[src/rtl/ctx_pkg.sv]
package ctx_pkg;
  localparam int unsigned CTX_NUM_REGS = 4;

  typedef struct packed {
    logic save;
    logic restore;
  } ctx_cmd_t;
endpackage

[src/rtl/ctx_ctrl.sv]
module ctx_ctrl
  import ctx_pkg::*;
(
  input  logic     clk_i,
  input  logic     rst_ni,
  input  logic     take_i,
  input  logic     fast_i,
  input  logic     ret_i,
  output ctx_cmd_t cmd_o,
  output logic     busy_o,
  output logic     nest_err_o,
  output logic     orphan_err_o
);
  logic busy_q, nest_q, orphan_q;
  logic fast_take;

  assign fast_take     = take_i & fast_i;
  assign cmd_o.save    = fast_take & ~busy_q;
  assign cmd_o.restore = ret_i & busy_q;

  always_ff @(posedge clk_i or negedge rst_ni) begin
    if (!rst_ni) begin
      busy_q   <= 1'b0;
      nest_q   <= 1'b0;
      orphan_q <= 1'b0;
    end else begin
      // both strobes are judged against busy before the edge
      if (cmd_o.restore)   busy_q <= 1'b0;
      else if (cmd_o.save) busy_q <= 1'b1;
      if (fast_take && busy_q) nest_q   <= 1'b1;
      if (ret_i && !busy_q)    orphan_q <= 1'b1;
    end
  end

  assign busy_o       = busy_q;
  assign nest_err_o   = nest_q;
  assign orphan_err_o = orphan_q;


  busy_set_chk: assert property (@(posedge clk_i) disable iff (!rst_ni)
    (take_i && fast_i && !busy_q) |=> busy_q);

  nest_flag_chk: assert property (@(posedge clk_i) disable iff (!rst_ni)
    (take_i && fast_i && busy_q && !ret_i) |=> (nest_q && busy_q));

  slow_entry_chk: assert property (@(posedge clk_i) disable iff (!rst_ni)
    (take_i && !fast_i && !ret_i) |=> $stable(busy_q));

  sticky_err_chk: assert property (@(posedge clk_i) disable iff (!rst_ni)
    (nest_q || orphan_q) |=> ((nest_q || !$past(nest_q)) && (orphan_q || !$past(orphan_q))));
endmodule

[src/rtl/ctx_shadow.sv]
module ctx_shadow #(
  parameter int unsigned DATA_W   = 16,
  parameter int unsigned NUM_REGS = 4,
  parameter int unsigned STAT_W   = 8,
  parameter logic [STAT_W-1:0] SAVE_MASK = 8'h3F
) (
  input  logic                       clk_i,
  input  logic                       rst_ni,
  input  logic                       save_i,
  input  logic [NUM_REGS*DATA_W-1:0] regs_i,
  input  logic [STAT_W-1:0]          stat_i,
  output logic [NUM_REGS*DATA_W-1:0] shd_regs_o,
  output logic [STAT_W-1:0]          shd_stat_o
);
  for (genvar i = 0; i < NUM_REGS; i++) begin : g_slot
    logic [DATA_W-1:0] slot_q;
    always_ff @(posedge clk_i or negedge rst_ni) begin
      if (!rst_ni)     slot_q <= '0;
      else if (save_i) slot_q <= regs_i[i*DATA_W +: DATA_W];
    end
    assign shd_regs_o[i*DATA_W +: DATA_W] = slot_q;
  end

  logic [STAT_W-1:0] stat_q;
  always_ff @(posedge clk_i or negedge rst_ni) begin
    if (!rst_ni)     stat_q <= '0;
    else if (save_i) stat_q <= stat_i & SAVE_MASK;
  end
  assign shd_stat_o = stat_q;
endmodule

[src/rtl/ctx_workfile.sv]
module ctx_workfile #(
  parameter int unsigned DATA_W   = 16,
  parameter int unsigned NUM_REGS = 4,
  parameter int unsigned STAT_W   = 8,
  parameter logic [STAT_W-1:0] SAVE_MASK = 8'h3F,
  localparam int unsigned AW = $clog2(NUM_REGS)
) (
  input  logic                       clk_i,
  input  logic                       rst_ni,
  input  logic                       wr_en_i,
  input  logic [AW-1:0]              wr_addr_i,
  input  logic [DATA_W-1:0]          wr_data_i,
  input  logic                       stat_wr_i,
  input  logic [STAT_W-1:0]          stat_data_i,
  input  logic                       restore_i,
  input  logic [NUM_REGS*DATA_W-1:0] shd_regs_i,
  input  logic [STAT_W-1:0]          shd_stat_i,
  output logic [NUM_REGS*DATA_W-1:0] regs_o,
  output logic [STAT_W-1:0]          stat_o
);
  for (genvar i = 0; i < NUM_REGS; i++) begin : g_reg
    logic [DATA_W-1:0] reg_q;
    always_ff @(posedge clk_i or negedge rst_ni) begin
      if (!rst_ni)                               reg_q <= '0;
      else if (restore_i)                        reg_q <= shd_regs_i[i*DATA_W +: DATA_W];
      else if (wr_en_i && wr_addr_i == AW'(i))   reg_q <= wr_data_i;
    end
    assign regs_o[i*DATA_W +: DATA_W] = reg_q;
  end

  logic [STAT_W-1:0] stat_q, stat_live, stat_d;
  always_comb begin
    stat_live = stat_wr_i ? stat_data_i : stat_q;
    stat_d    = restore_i ? ((shd_stat_i & SAVE_MASK) | (stat_live & ~SAVE_MASK)) : stat_live;
  end

  always_ff @(posedge clk_i or negedge rst_ni) begin
    if (!rst_ni) stat_q <= '0;
    else         stat_q <= stat_d;
  end
  assign stat_o = stat_q;
endmodule

[src/rtl/fast_ctx_save.sv]
module fast_ctx_save
  import ctx_pkg::*;
#(
  parameter int unsigned DATA_W = 16,
  parameter int unsigned STAT_W = 8,
  parameter logic [STAT_W-1:0] SAVE_MASK = 8'h3F,
  localparam int unsigned NUM_REGS = CTX_NUM_REGS,
  localparam int unsigned AW = $clog2(NUM_REGS)
) (
  input  logic                       clk_i,
  input  logic                       rst_ni,
  input  logic                       wr_en_i,
  input  logic [AW-1:0]              wr_addr_i,
  input  logic [DATA_W-1:0]          wr_data_i,
  input  logic                       stat_wr_i,
  input  logic [STAT_W-1:0]          stat_data_i,
  input  logic                       irq_take_i,
  input  logic                       irq_fast_i,
  input  logic                       irq_ret_i,
  output logic [NUM_REGS*DATA_W-1:0] reg_o,
  output logic [STAT_W-1:0]          status_o,
  output logic                       busy_o,
  output logic                       nest_err_o,
  output logic                       orphan_err_o
);
  ctx_cmd_t                   cmd;
  logic [NUM_REGS*DATA_W-1:0] shd_regs;
  logic [STAT_W-1:0]          shd_stat;

  ctx_ctrl u_ctrl (
    .clk_i        (clk_i),
    .rst_ni       (rst_ni),
    .take_i       (irq_take_i),
    .fast_i       (irq_fast_i),
    .ret_i        (irq_ret_i),
    .cmd_o        (cmd),
    .busy_o       (busy_o),
    .nest_err_o   (nest_err_o),
    .orphan_err_o (orphan_err_o)
  );

  ctx_shadow #(
    .DATA_W(DATA_W), .NUM_REGS(NUM_REGS), .STAT_W(STAT_W), .SAVE_MASK(SAVE_MASK)
  ) u_shadow (
    .clk_i      (clk_i),
    .rst_ni     (rst_ni),
    .save_i     (cmd.save),
    .regs_i     (reg_o),
    .stat_i     (status_o),
    .shd_regs_o (shd_regs),
    .shd_stat_o (shd_stat)
  );

  ctx_workfile #(
    .DATA_W(DATA_W), .NUM_REGS(NUM_REGS), .STAT_W(STAT_W), .SAVE_MASK(SAVE_MASK)
  ) u_work (
    .clk_i       (clk_i),
    .rst_ni      (rst_ni),
    .wr_en_i     (wr_en_i),
    .wr_addr_i   (wr_addr_i),
    .wr_data_i   (wr_data_i),
    .stat_wr_i   (stat_wr_i),
    .stat_data_i (stat_data_i),
    .restore_i   (cmd.restore),
    .shd_regs_i  (shd_regs),
    .shd_stat_i  (shd_stat),
    .regs_o      (reg_o),
    .stat_o      (status_o)
  );


  restore_chk: assert property (@(posedge clk_i) disable iff (!rst_ni)
    (irq_ret_i && busy_o) |=> ((reg_o == $past(shd_regs)) && !busy_o));

  live_bits_chk: assert property (@(posedge clk_i) disable iff (!rst_ni)
    (irq_ret_i && busy_o && !stat_wr_i) |=>
      ((status_o & ~SAVE_MASK) == ($past(status_o) & ~SAVE_MASK)));

  ctx_hold_chk: assert property (@(posedge clk_i) disable iff (!rst_ni)
    (irq_take_i && irq_fast_i && busy_o) |=> ($stable(shd_regs) && $stable(shd_stat)));

  orphan_ignore_chk: assert property (@(posedge clk_i) disable iff (!rst_ni)
    (irq_ret_i && !busy_o && !wr_en_i && !stat_wr_i) |=>
      ($stable(reg_o) && $stable(status_o) && orphan_err_o));

  save_prewrite_chk: assert property (@(posedge clk_i) disable iff (!rst_ni)
    (irq_take_i && irq_fast_i && !busy_o) |=> (shd_regs == $past(reg_o)));
endmodule

[config.mk]
export PLATFORM = sky130hd
export DESIGN_NAME = fast_ctx_save
export DESIGN_NICKNAME = d
export VERILOG_FILES = /design/src/rtl/ctx_pkg.sv /design/src/rtl/ctx_ctrl.sv /design/src/rtl/ctx_shadow.sv /design/src/rtl/ctx_workfile.sv /design/src/rtl/fast_ctx_save.sv
export SDC_FILE = /design/constraint.sdc
export NUM_CORES = 1
export LEC_CHECK = 0
export CAP_MARGIN = 20
export CORE_AREA = 2 2 109 121
export CTS_BUF_LIST = sky130_fd_sc_hd__clkbuf_8
export DETAILED_ROUTE_END_ITERATION = 10
export DIE_AREA = 0 0 111 123
export HOLD_SLACK_MARGIN = 0.1
export PLACE_DENSITY = 0.86
export SLEW_MARGIN = 0
export SYNTH_ARGS = -nofsm -noshare
export SYNTH_HDL_FRONTEND = slang
export SYNTH_SLANG_ARGS = --single-unit
[constraint.sdc]
create_clock -name clk_i -period 1.9 [get_ports clk_i]
set_clock_uncertainty 0.1 [all_clocks]
set_input_delay 0.285 -clock clk_i [delete_from_list [all_inputs] [get_ports clk_i]]
set_output_delay 0.285 -clock clk_i [all_outputs]
set_load 0.1 [all_outputs]
==> metrics.txt <==
Flop pwr share=36.0%; Initial DRC Count=320; Mean Syn Cell Area=12.5 um^2; area of placed instances=8120 um^2; DRC Markers=0; synth unique cells=21; setup violators final=0; met3 Resource Use GR=5.74%; share of cells above drive strength 1=21.8%; synth top area cells=dfrtp_1 60%, mux2_1 13%, mux2i_1 8.9%, a21oi_1 5.3%, inv_1 3.1%; CORE AREA=12400 um^2; post-DR vias/cell=5.44; crit share post-route=90.8%; Cell Area, Synth=6060 um^2; CTS clk-pin slew, worst paths=0.08 ns; Seq cells post-synth=145; starting density of the core=48.8%; first-pass GRT wire length=23.7 mm; minimum clock period after layout=1.73 ns; Sinks on Clock Net=145; count leader, synth=dfrtp_1; multiplexer share of the synthesized area=22.3%; total die area=13700 um^2; post-synth top area share=59.8%; fin. max-slew vios=0; global route overflow=0; leak pwr=4.02 nW; initial antenna violation count=0; Final TNS setup=0 ns; XOR/XNOR Fraction of Synth Area=0%; Critical Path RT=2.16 ns; Tot GR Track Use=22.4%; die height=123 um; syn nets=517; Reg2Reg Setup Slack=0.17 ns; pwr/cell area=1650 nW/um^2; predominant post-synthesis flop cell=dfrtp_1; fmax=580 MHz; Slew headroom=61.6%; sw frac=43.5%; clock power share=19.1%; Slew @ Worst Pin=0.575 ns; Root Buffer=clkbuf_8; Design Area, Final=8580 um^2; # diodes=0; EDFF count, synth=0; worst r2r src=u_ctrl.busy_o; worst skew pair latency=0.45 ns; power after layout=14.2 mW; worst-path maximum fanout=14; largest family of logic cells by synthesized area=multiplexers; total number of vias=4224; met2 Resource Use GR=37.2%; FP Rows=43; met1 usage in global routing=28.9%; vias in the first global route=4571; r2r endpoint=u_work.g_reg[1].reg_q[5]; Fin. Hold Viols=0; GP Congestion=0.766; Port Buffers=107; post-CTS sizing=0; outcome=completed; synth-to-layout area growth=41.4%; Clock Tree Buf Depth=2; CTS tree=yes; Worst VDD drop=1050 uV; Synth Area in Compound Gates=10.2%; HP Class=in2async; Yosys Warn Count=0; Critical Path End Type=flip-flop; largest net degree at the start of global routing=56; Final ANT Viol Nets=0; Arr. time, crit path=1.99 ns; post-synthesis sequential area ratio=59.8%; RSZ-0062 raised after global routing=no; P_int=8.02 mW; H-tree levels=4; CP Launch Type=flip-flop; Synth Area in Simple Gates=1.55%; Top Ports=108; post-DP HPWL=9.96 mm; share of async-settable or async-resettable flops after synthesis=100%; critical path class=reg2reg; Sw Pwr=6.17 mW; cts bufs inserted=17; most area-hungry cell type in the Yosys netlist=dfrtp_1; busiest layer in global routing=met2; Routed WL per cell=18.7 um; final core utilization=69.0%; top post-synthesis cells by count=145 x dfrtp_1, 72 x mux2_1, 64 x a21oi_1, 54 x mux2i_1, 50 x inv_1; Synth Instances=484; wirelength, routed=14.5 mm; Layout Nets=639; Gate power share=44.9%; Max Cap Violations=0; DR pass1 iterations=4; R2R cell count=4; adder-cell area share of the yosys netlist=0%; Die X=111 um
-- layout make-up --
type | instances | area (um^2)
clock buffer | 18 | 248
clock inverter | 14 | 198
fill | 807 | 3850
inverter | 51 | 191
multi-input combinational | 259 | 2090
sequential | 145 | 3630
tap | 157 | 196
timing repair buffer | 132 | 2030
-- worst max-delay path, stage by stage (launching register included) --
cell and delay, ns:
dfrtp_4 0.58, buf_4 0.21, a21boi_1 0.49, a21oi_1 0.10, mux2i_1 0.18
-- per-layer routing --
layer,up-vias,share of wire (%)
li1,1894,-
met3,27,5.0
met1,2176,42
met5,-,0
met2,127,50
met4,0,2.3
-- kinds of logic (layout without fill, tap and decap cells) --
group / after synthesis / in the layout
multiplexers: 126 / 126
AO/OA/AOI/OAI: 109 / 109
AND/OR/NAND/NOR: 24 / 24
flip-flops: 145 / 145
buffers and inverters: 80 / 215
-- stage by stage --
step                std cells  hold WS [ns]  worst slack (ns)
finish                    776         0.236             0.175
global route              776         0.260            0.0963
CTS                       776         0.241             0.148
detailed placement        743         0.151            0.0536
global placement          743         0.143            0.0930
floorplan                 484        -0.111           0.00429
-- flip-flops by register name (all words and copies together), names as in the netlist, named ones only --
register,cells
u_ctrl.busy_o,1
u_shadow.shd_stat_o,6
u_ctrl.orphan_err_o,1
u_ctrl.nest_err_o,1
u_work.stat_o,6
u_work.g.reg_q,64
u_shadow.g_slot.slot_q,64
-- how the worst max path moves through the flow --
stage | start | to | slack (ns) | cells past startpoint
after global placement | irq_ret_i | u_work.g_reg[2].reg_q[6] | 0.09 | 5
after detailed placement | irq_ret_i | u_work.g_reg[1].reg_q[5] | 0.05 | 5
final | u_ctrl.busy_o | u_work.g_reg[1].reg_q[5] | 0.17 | 4
after floorplan | u_ctrl.busy_o | u_work.g_reg[0].reg_q[10] | 0.004 | 6
after CTS | u_ctrl.busy_o | u_work.g_reg[0].reg_q[13] | 0.15 | 4
after global routing | u_ctrl.busy_o | u_work.g_reg[0].reg_q[5] | 0.1 | 4
-- what timing repair did --
action / CTS / global route
endpoints found under the hold margin: 141 / 0
setup buffers: 0 / 0
hold buffers: 1 / 0
-- layout by cell type, fill, tap and decap left out --
master and instances:
dfrtp_1 144, buf_12 76, mux2_1 72, a21oi_1 64, mux2i_1 54, inv_1 54
clkdlybuf4s50_1 31, o21ai_1 23, buf_4 23, nand2_1 22, clkbuf_8 18, a21boi_1 15
bufinv_16 5, clkinv_2 3, a31o_1 2, clkinv_4 2, inv_2 1, nand3_4 1
and2_4 1, a32oi_2 1, a21boi_0 1, a31oi_4 1, a31o_2 1, a21o_1 1
dlygate4sd3_1 1, buf_6 1, dfrtp_4 1
-- power groups by stage --
stage          clock network (mW)  registers (mW)  logic [mW]
6_report                     2.71            5.11        6.37
5_1_grt                      2.89            5.23        6.61
4_1_cts                      2.74            5.10        6.42
3_5_place_dp                    0            5.13        6.39
3_3_place_gp                    0            5.04        6.26
2_1_floorplan                   0            7.75        1.13
No activity file was read; power rests on OpenSTA's default activity.
